--- config.mk ---
export PLATFORM = sky130hd
export DESIGN_NAME = caltime_counter
export DESIGN_NICKNAME = d
export VERILOG_FILES = /design/src/rtl/caltime_pkg.sv /design/src/rtl/caltime_strobe.sv /design/src/rtl/caltime_chain.sv /design/src/rtl/caltime_codec.sv /design/src/rtl/caltime_counter.sv
export SDC_FILE = /design/constraint.sdc
export NUM_CORES = 1
export LEC_CHECK = 0
export BUFFER_PORTS_ARGS = -buffer_cell sky130_fd_sc_hd__buf_4
export CAP_MARGIN = 20
export CORE_ASPECT_RATIO = 0.8
export CORE_MARGIN = 3
export CORE_UTILIZATION = 52
export CTS_CLUSTER_DIAMETER = 100
export DETAILED_ROUTE_END_ITERATION = 10
export PLACE_DENSITY_LB_ADDON = 0.08
export SLEW_MARGIN = 20
export SYNTH_ARGS = -nofsm -noshare
export SYNTH_HDL_FRONTEND = slang
export SYNTH_SLANG_ARGS = --single-unit
--- constraint.sdc ---
create_clock -name clk -period 8.6 [get_ports clk]
set_clock_uncertainty 0.1 [all_clocks]
set_input_delay 1.29 -clock clk [delete_from_list [all_inputs] [get_ports clk]]
set_output_delay 1.29 -clock clk [all_outputs]
set_load 0.01 [all_outputs]
--- src/rtl/caltime_pkg.sv ---
package caltime_pkg;

    localparam int ADDR_W = 4;
    localparam int DATA_W = 8;

    typedef enum logic [ADDR_W-1:0] {
        A_SEC  = 4'd0,
        A_MIN  = 4'd1,
        A_HOUR = 4'd2,
        A_WDAY = 4'd3,
        A_MDAY = 4'd4,
        A_MON  = 4'd5,
        A_YEAR = 4'd6,
        A_CENT = 4'd7,
        A_CTL  = 4'd8
    } fld_e;

    // Control register bit positions
    localparam int CB_FREEZE = 7;
    localparam int CB_BIN    = 2;
    localparam int CB_H24    = 1;

    // All fields are kept in plain binary; the port converts them.
    typedef struct packed {
        logic [5:0] sec;
        logic [5:0] min;
        logic [4:0] hour;   // always 0..23
        logic [2:0] wday;
        logic [4:0] mday;
        logic [3:0] month;
        logic [6:0] year;
        logic [6:0] cent;
    } cal_t;

    localparam cal_t RESET_CAL = '{sec: 6'd0, min: 6'd0, hour: 5'd0, wday: 3'd1,
                                   mday: 5'd1, month: 4'd1, year: 7'd0, cent: 7'd0};

    function automatic logic [7:0] to_bcd(input logic [6:0] v);
        return {4'(v / 7'd10), 4'(v % 7'd10)};
    endfunction

    function automatic logic [7:0] from_bcd(input logic [7:0] b);
        return 8'(b[7:4]) * 8'd10 + 8'(b[3:0]);
    endfunction

    function automatic logic [7:0] encode(input logic [6:0] v, input logic bin);
        return bin ? {1'b0, v} : to_bcd(v);
    endfunction

    function automatic logic [4:0] month_len(input logic [3:0] m, input logic [6:0] y);
        case (m)
            4'd2:                     return (y[1:0] == 2'b00) ? 5'd29 : 5'd28;
            4'd4, 4'd6, 4'd9, 4'd11:  return 5'd30;
            default:                  return 5'd31;
        endcase
    endfunction

endpackage

--- src/rtl/caltime_strobe.sv ---
module caltime_strobe (
    input  logic clk,
    input  logic rst,
    input  logic tick,
    input  logic freeze,
    output logic busy
);
    logic pend_q;

    always_ff @(posedge clk) begin
        if (rst) pend_q <= 1'b0;
        else     pend_q <= tick && !freeze;
    end

    assign busy = pend_q;
endmodule

--- src/rtl/caltime_chain.sv ---
module caltime_chain
    import caltime_pkg::*;
(
    input  cal_t cur,
    output cal_t nxt
);
    logic cy_min, cy_hour, cy_day, cy_mon, cy_year, cy_cent;
    logic [4:0] mlen;

    always_comb begin
        mlen    = month_len(cur.month, cur.year);
        cy_min  = cur.sec >= 6'd59;
        cy_hour = cy_min  && (cur.min >= 6'd59);
        cy_day  = cy_hour && (cur.hour >= 5'd23);
        cy_mon  = cy_day  && (cur.mday >= mlen);
        cy_year = cy_mon  && (cur.month >= 4'd12);
        cy_cent = cy_year && (cur.year >= 7'd99);

        nxt      = cur;
        nxt.sec  = cy_min ? 6'd0 : cur.sec + 6'd1;
        if (cy_min)
            nxt.min = (cur.min >= 6'd59) ? 6'd0 : cur.min + 6'd1;
        if (cy_hour)
            nxt.hour = (cur.hour >= 5'd23) ? 5'd0 : cur.hour + 5'd1;
        if (cy_day) begin
            nxt.wday = (cur.wday >= 3'd7) ? 3'd1 : cur.wday + 3'd1;
            nxt.mday = (cur.mday >= mlen) ? 5'd1 : cur.mday + 5'd1;
        end
        if (cy_mon)
            nxt.month = (cur.month >= 4'd12) ? 4'd1 : cur.month + 4'd1;
        if (cy_year)
            nxt.year = (cur.year >= 7'd99) ? 7'd0 : cur.year + 7'd1;
        if (cy_cent)
            nxt.cent = (cur.cent >= 7'd99) ? 7'd0 : cur.cent + 7'd1;
    end
endmodule

--- src/rtl/caltime_codec.sv ---
module caltime_codec
    import caltime_pkg::*;
(
    input  cal_t              cal,
    input  logic              freeze,
    input  logic              bin,
    input  logic              h24,
    input  logic [ADDR_W-1:0] rd_addr,
    output logic [DATA_W-1:0] rd_data,
    input  logic [ADDR_W-1:0] wr_addr,
    input  logic [DATA_W-1:0] wr_data,
    output logic [6:0]        wr_val,
    output logic              wr_ok
);
    logic [7:0] mask, masked, dec, hr_enc;
    logic [4:0] h12;

    // Read side
    always_comb begin
        h12    = (cal.hour == 5'd0)  ? 5'd12 :
                 (cal.hour > 5'd12)  ? cal.hour - 5'd12 : cal.hour;
        hr_enc = h24 ? encode({2'b0, cal.hour}, bin)
                     : {cal.hour >= 5'd12, 7'(encode({2'b0, h12}, bin))};
        case (rd_addr)
            A_SEC:   rd_data = encode({1'b0, cal.sec}, bin);
            A_MIN:   rd_data = encode({1'b0, cal.min}, bin);
            A_HOUR:  rd_data = hr_enc;
            A_WDAY:  rd_data = encode({4'b0, cal.wday}, bin);
            A_MDAY:  rd_data = encode({2'b0, cal.mday}, bin);
            A_MON:   rd_data = encode({3'b0, cal.month}, bin);
            A_YEAR:  rd_data = encode(cal.year, bin);
            A_CENT:  rd_data = encode(cal.cent, bin);
            A_CTL:   rd_data = {freeze, 4'b0, bin, h24, 1'b0};
            default: rd_data = '0;
        endcase
    end

    // Write side: mask, decode, range check
    always_comb begin
        case (wr_addr)
            A_SEC, A_MIN: mask = bin ? 8'h3F : 8'h7F;
            A_HOUR:       mask = h24 ? (bin ? 8'h1F : 8'h3F) : (bin ? 8'h0F : 8'h1F);
            A_WDAY:       mask = 8'h07;
            A_MDAY:       mask = bin ? 8'h1F : 8'h3F;
            A_MON:        mask = bin ? 8'h0F : 8'h1F;
            A_YEAR:       mask = bin ? 8'h7F : 8'hFF;
            default:      mask = 8'hFF;
        endcase
        masked = wr_data & mask;
        dec    = bin ? masked : from_bcd(masked);
        wr_val = dec[6:0];
        wr_ok  = 1'b0;
        case (wr_addr)
            A_SEC, A_MIN:   wr_ok = dec <= 8'd59;
            A_HOUR: begin
                if (h24) begin
                    wr_ok = dec <= 8'd23;
                end else begin
                    wr_ok  = (dec >= 8'd1) && (dec <= 8'd12);
                    wr_val = 7'((dec == 8'd12) ? 8'd0 : dec) + (wr_data[7] ? 7'd12 : 7'd0);
                end
            end
            A_WDAY:         wr_ok = (dec >= 8'd1) && (dec <= 8'd7);
            A_MDAY:         wr_ok = (dec >= 8'd1) && (dec <= 8'd31);
            A_MON:          wr_ok = (dec >= 8'd1) && (dec <= 8'd12);
            A_YEAR, A_CENT: wr_ok = dec <= 8'd99;
            default:        wr_ok = 1'b0;
        endcase
    end
endmodule

--- src/rtl/caltime_counter.sv ---
module caltime_counter
    import caltime_pkg::*;
(
    input  logic              clk,
    input  logic              rst,
    input  logic              tick,
    input  logic              wr_en,
    input  logic [ADDR_W-1:0] wr_addr,
    input  logic [DATA_W-1:0] wr_data,
    input  logic [ADDR_W-1:0] rd_addr,
    output logic [DATA_W-1:0] rd_data,
    output logic              busy
);
    cal_t       cal_q, cal_nxt;
    logic       ctl_freeze, ctl_bin, ctl_h24;
    logic [6:0] wr_val;
    logic       wr_ok, fld_wr;

    caltime_strobe u_strobe (
        .clk    (clk),
        .rst    (rst),
        .tick   (tick),
        .freeze (ctl_freeze),
        .busy   (busy)
    );

    caltime_chain u_chain (
        .cur (cal_q),
        .nxt (cal_nxt)
    );

    caltime_codec u_codec (
        .cal     (cal_q),
        .freeze  (ctl_freeze),
        .bin     (ctl_bin),
        .h24     (ctl_h24),
        .rd_addr (rd_addr),
        .rd_data (rd_data),
        .wr_addr (wr_addr),
        .wr_data (wr_data),
        .wr_val  (wr_val),
        .wr_ok   (wr_ok)
    );

    assign fld_wr = wr_en && ctl_freeze && wr_ok;

    always_ff @(posedge clk) begin
        if (rst) begin
            ctl_freeze <= 1'b0;
            ctl_bin    <= 1'b0;
            ctl_h24    <= 1'b1;
        end else if (wr_en && wr_addr == A_CTL) begin
            ctl_freeze <= wr_data[CB_FREEZE];
            ctl_bin    <= wr_data[CB_BIN];
            ctl_h24    <= wr_data[CB_H24];
        end
    end

    always_ff @(posedge clk) begin
        if (rst) begin
            cal_q <= RESET_CAL;
        end else if (fld_wr) begin
            case (wr_addr)
                A_SEC:   cal_q.sec   <= wr_val[5:0];
                A_MIN:   cal_q.min   <= wr_val[5:0];
                A_HOUR:  cal_q.hour  <= wr_val[4:0];
                A_WDAY:  cal_q.wday  <= wr_val[2:0];
                A_MDAY:  cal_q.mday  <= wr_val[4:0];
                A_MON:   cal_q.month <= wr_val[3:0];
                A_YEAR:  cal_q.year  <= wr_val;
                A_CENT:  cal_q.cent  <= wr_val;
                default: cal_q <= cal_q;
            endcase
        end else if (busy && !ctl_freeze) begin
            cal_q <= cal_nxt;
        end
    end
endmodule

==> out/results.txt, run 1 <==
Yosys Warn Count: 0
First-pass GRT wire length: 37100 microns
# fillers: 1231
Slew Viols, Final: 0
Net count after synthesis: 1051
Post-synth top flop: dfxtp_1
Element type at the critical path start: flop
PwrDens: 84.5 mW/mm^2
Die Wd: 134 microns
Root buf cell: clkbuf_16
Overflow after GRT: 0
Sequential share of power: 0.384
Vert. Die Dim: 108 microns
Setup-failing EPs final: 0
Setup TNS: 0 ps
EDFF count, synth: 0
Post-Route M1 WL: 10300 microns
Synth top area share: 0.139
Clk buf depth: 2
Core footprint: 0.0125 sq mm
I/O pins: 29
Initial Util: 0.544
CP Data Arrival Time: 5030 ps
N_diodes: 0
Via count: 7681
Critical path startpoint: cal_q[36]
Port Buf Inserts: 28
Post-CTS sizing: 0
Antenna violations before repair: 1
Area growth syn-to-layout: 4.99%
Largest net degree at the start of global routing: 41
Cells after Synth: 971
Avg Inst Size Synth: 6.99 sq um
Reg2reg setup slack: 2860 ps
Placer Congestion: 1.01
Nets@finish: 1023
Drt drc: 0
Via-to-Cell Ratio: 6.89
Worst Hold Path Cells: 2
CP Class: reg2out
Highest metal used: met5
Worst reg2reg startpoint: ctl_h24
Async set or reset register ratio after synthesis: 0
RSZ-0062 raised after global routing: false
DPL Wire Length: 17800 microns
Slew HR: 0.337
Most common cell in the netlist: nor2_1
H-tree depth: 2
TritonRoute pass-1 iters: 6
Lkg Pwr: 0.00268 uW
WP data required: 7210 ps
Antenna Nets Post-Route: 0
Clk pwr share: 0.350
Die ar.: 0.0145 sq mm
CP Max Fanout: 13
Combinational share of power: 0.266
Num CTS Buffers: 5
Vias in the first global route: 6957
Slew @ Worst Pin: 985 ps
Post-CTS Setup Bufs: 0
Synth Register Bits: 47
Hold_buf cts: 0
Wire per inst: 21.0 microns
Peak Freq: 0.156 GHz
Aggregate global-route resource usage: 0.318
# Max-Cap Violations: 0
Initial drt markers: 963
Critical Path End Type: output pin
R2R depth: 18
Netlist cell types: 87
Worst vdd ir: 81.4 uV
CTS tree: done
Total Wirelength: 23400 microns
Seq/Total Area, Yosys: 0.139
Worst hold start: cal_q[7]
Switch share: 0.337
Min-delay worst type: reg2reg
Min cycle time layout: 6420 ps
Post-Syn Area: 0.00679 sq mm
Worst-Skew Late Latency: 300 ps
Layout cells sized above 1: 0.0816
Num rows: 36
Clock sink total: 47
Wire length on met3: 2470 microns
Int Power: 399 uW
Dpl cells: 1107
Final hold vios: 0
Synth area leaders: dfxtp_1 14%, ha_1 11%, nor2_1 5.0%, a21oi_1 4.6%, nand2_1 4.5%
Status: completed
DR WL met2: 10000 microns
Period Utilization, post-route: 0.746
Sw Pwr: 203 uW
Synth area leader: dfxtp_1
Non-filler cells, final: 1115
Most common library cells after synthesis: 90 x nor2_1, 82 x nand2_1, 62 x a21oi_1, 58 x o21ai_0, 57 x ha_1
Clock transition at path regs: 70 ps
-- through the flow --
step	util	power [uW]	area, sq um	hold WS (ps)	setup WS, ps
floorplan	-	346	6790	376	2660
finish	0.572	602	7130	447	2180
global placement	0.559	386	6970	416	2140
CTS	0.572	598	7130	444	2340
global route	0.572	627	7130	481	1900
detailed placement	0.559	391	6980	436	2090
-- power by group through the flow --
stage                     Combinational [uW]  Clock [uW]  Sequential (uW)
after floorplan                          118           0              228
after global placement                   151           0              236
final                                    160         211              231
after detailed placement                 155           0              236
after global routing                     175         220              232
after CTS                                157         211              231
-- cell families (layout without fill, tap and decap cells) --
kind of cell,Yosys count,count (layout),share of synthesized area
DFF,47,47,0.139
buffers and inverters,117,90,0.0693
AOI/OAI and AO/OA,338,338,0.350
and+or+nand+nor,370,370,0.273
adders and majority gates,62,62,0.117
xor gates and xnor gates,20,20,0.0258
muxes,17,17,0.0267
-- final timing paths --
path	end
max	rd_data[1]
min	cal_q[7]
max reg2reg	cal_q[17]
min reg2reg	cal_q[7]
-- flip-flops by register name, summed over array words and instances, names as in the netlist --
signal	cells
cal_q	43
u_strobe.busy	1
ctl_bin	1
ctl_h24	1
ctl_freeze	1
-- layout by cell type, fill, tap and decap left out, types with 15 or more instances in the layout --
master | Yosys | final
ha_1 | 57 | 57
nand2b_1 | 21 | 21
nand2_1 | 82 | 82
o21ai_0 | 58 | 58
dfxtp_1 | 47 | 46
nor2b_1 | 19 | 19
nor2_1 | 90 | 89
a21oi_1 | 62 | 62
inv_1 | 48 | 48
buf_4 | 1 | 33
a31oi_1 | 31 | 31
xnor2_1 | 15 | 15
a211oi_1 | 18 | 18
nor3_1 | 30 | 30
nand3_1 | 36 | 36
-- cell type report --
type,instances,area (sq um),share of cell area
timing repair buffer,33,248,0.0347
sequential,47,942,0.132
multi-input combinational,807,5390,0.756
clock buffer,6,139,0.0195
inverter,49,184,0.0258
clock inverter,2,16.3,0.00228
tap,171,214,0.0300
-- per-layer routing --
layer | vias to the layer above | GRT usage
li1 | 3607 | -
met1 | 3622 | 0.447
met2 | 411 | 0.491
met3 | 39 | 0.0763
met4 | 2 | 0.0822
met5 | - | 0
-- critical path, stage by stage, from the launching register on --
cell and delay (ps):
dfxtp_1 650, inv_1 180, maj3_1 390, a21boi_0 790, xnor2_1 140, ha_1 300
and3b_1 190, a2111oi_0 420, a21oi_1 140, a211oi_1 380, xnor2_1 200, a21oi_1 200
o21ai_0 120, a221oi_1 250, o221ai_1 200, buf_4 180
(Power assumes the default switching activity.)
==> run 2: changes to the inputs <==
==> constraint.sdc (replaced) <==
create_clock -name clk -period 6.74 [get_ports clk]
set_clock_uncertainty 0.1 [all_clocks]
set_input_delay 1.011 -clock clk [delete_from_list [all_inputs] [get_ports clk]]
set_output_delay 1.011 -clock clk [all_outputs]
set_load 0.01 [all_outputs]
==> out/results.txt, run 2 (synthesized netlist as in run 1, its figures left out) <==
CP max-delay cell: dfxtp_1
WP data required: 5630 ps (-1580 ps)
Initial drt markers: 882 (-8.4%)
Commonest non-fill, non-tap cell in the layout: nor2_1
Root buf cell: clkbuf_16
CP Data Arrival Time: 5010 ps (-20 ps)
Slew Viols, Final: 0 (unchanged)
Max incr delay on CP: 670 ps (-120 ps)
Critical Path End Type: output pin
Dpl cells: 1111 (+0.36%)
Setup-failing EPs final: 0 (unchanged)
CP Class: reg2out
Total Wirelength: 23700 microns (+1.5%)
CP Max Fanout: 16 (+3)
Slew @ Worst Pin: 919 ps (-65.6 ps)
Setup TNS: 0 ps (unchanged)
Element type at the critical path start: flop
Post-Route M1 WL: 10600 microns (+2.3%)
# fillers: 1161 (-5.7%)
DR WL met2: 9680 microns (-3.7%)
Worst vdd ir: 100 uV (+23%)
Hold WS: 454 ps (+7.56 ps)
Clk buf depth: 2 (unchanged)
Worst-Skew Late Latency: 300 ps (about the same)
Core footprint: 0.0125 sq mm (unchanged)
Largest reg by FF count: cal_q
Antenna Nets Post-Route: 0 (unchanged)
Wire length on met3: 2530 microns (+2.3%)
Hold_buf cts: 0 (unchanged)
Post-CTS sizing: 0 (unchanged)
TritonRoute pass-1 iters: 5 (-1)
Peak Freq: 0.163 GHz
Placer Congestion: 0.953 (-5.4%)
CTS tree: done
Vert. Die Dim: 108 microns (unchanged)
Vias in the first global route: 7095 (+2.0%)
Total power: 804 uW (+33%)
Nets@finish: 1027 (+0.39%)
PwrDens: 112 mW/mm^2 (+33%)
Die ar.: 0.0145 sq mm (unchanged)
Antenna violations before repair: 0 (-1)
Via count: 7675 (-0.078%)
Die Wd: 134 microns (unchanged)
Max reg flops: 43 (unchanged)
Status: completed
N_diodes: 0 (unchanged)
I/O pins: 29 (unchanged)
Highest metal used: met4
Lkg Pwr: 0.00271 uW (+1.1%)
Largest net degree at the start of global routing: 41 (unchanged)
Most frequent cells in the layout: 89 x nor2_1, 82 x nand2_1, 62 x a21oi_1, 58 x o21ai_0, 57 x ha_1
Period Utilization, post-route: 0.908
Port Buf Inserts: 28 (unchanged)
Num CTS Buffers: 5 (unchanged)
Initial Util: 0.544 (unchanged)
# Max-Cap Violations: 0 (unchanged)
Drt drc: 0 (unchanged)
Slew HR: 0.386 (+0.0488)
Aggregate global-route resource usage: 0.327 (+0.00864)
H-tree depth: 2 (unchanged)
Non-filler cells, final: 1119 (+0.36%)
Clock sink total: 47 (unchanged)
Post-CTS Setup Bufs: 0 (unchanged)
Layout cells sized above 1: 0.0854 (+0.00388)
Area growth syn-to-layout: 5.64%
Min-delay worst type: reg2reg
DPL Wire Length: 18100 microns (+1.8%)
Cell Chain, Critical Path: inv_1 -> ha_1 -> a221oi_1 -> o22ai_1 -> ha_1 -> a31oi_1 -> a21o_1 -> and2_1 -> ha_1 -> inv_1 -> a31o_2 -> a31oi_1 -> mux2_2 -> nor3_1 -> a31oi_1 -> nand3_1 -> buf_4
First-pass GRT wire length: 38100 microns (+2.6%)
Via-to-Cell Ratio: 6.86 (-0.44%)
Wire per inst: 21.2 microns (+1.1%)
Final hold vios: 0 (unchanged)
Overflow after GRT: 0 (unchanged)
Min cycle time layout: 6120 ps
RSZ-0062 raised after global routing: false
Clock transition at path regs: 70 ps (about the same)
Num rows: 36 (unchanged)
run 2: cell count changes in the layout (fill, tap and decap cells not counted), sizes merged:
cell | before | now
buf | 33 | 37
bufinv | 0 | 1
clkinvlp | 1 | 0
run 2: cell type report:
class	instances	area, sq um	share of cell area
Clock buffer	6	139	0.0194
Clock inverter	2	35.0	0.00488
Inverter	49	184	0.0256
Multi-Input combinational cell	807	5380	0.750
Sequential cell	47	942	0.131
Tap cell	171	214	0.0298
Timing Repair Buffer	37	278	0.0387
run 2: metal layers:
metal  track usage  up-vias
met5             0        -
met4         0.137        0
met3        0.0730       68
met2         0.473      421
met1         0.466     3584
li1              -     3602
run 2: stage by stage:
| step | setup WS (ps) | util | cell area [sq um] |
|---|---|---|---|
| floorplan | 796 | - | 6790 |
| global placement | 678 | 0.561 | 7000 |
| detailed placement | 455 | 0.561 | 7000 |
| CTS | 745 | 0.575 | 7170 |
| global route | 247 | 0.575 | 7170 |
| finish | 622 | 0.575 | 7170 |
run 2: where the power goes:
group | switching (uW) | internal (uW)
combinational | 125 | 79.1
sequential | 13.8 | 281
clock | 119 | 185
run 2: critical path, delay by kind of cell, from the launching register on:
kind | cells | cell delay, ps
AO/OA/AOI/OAI | 7 | 1860
adder cells (fa/ha/maj) | 3 | 770
flip-flops | 1 | 670
multiplexers | 1 | 410
AND/OR/NAND/NOR | 3 | 570
buffers and inverters | 3 | 440
run 2: path summary, 6_finish.rpt:
path	start	to	slack [ps]	depth (start not counted)
min	cal_q[25]	cal_q[25]	450	2
min reg2reg	cal_q[25]	cal_q[25]	450	2
max	cal_q[28]	rd_data[2]	620	17
max reg2reg	ctl_h24	cal_q[41]	1050	19
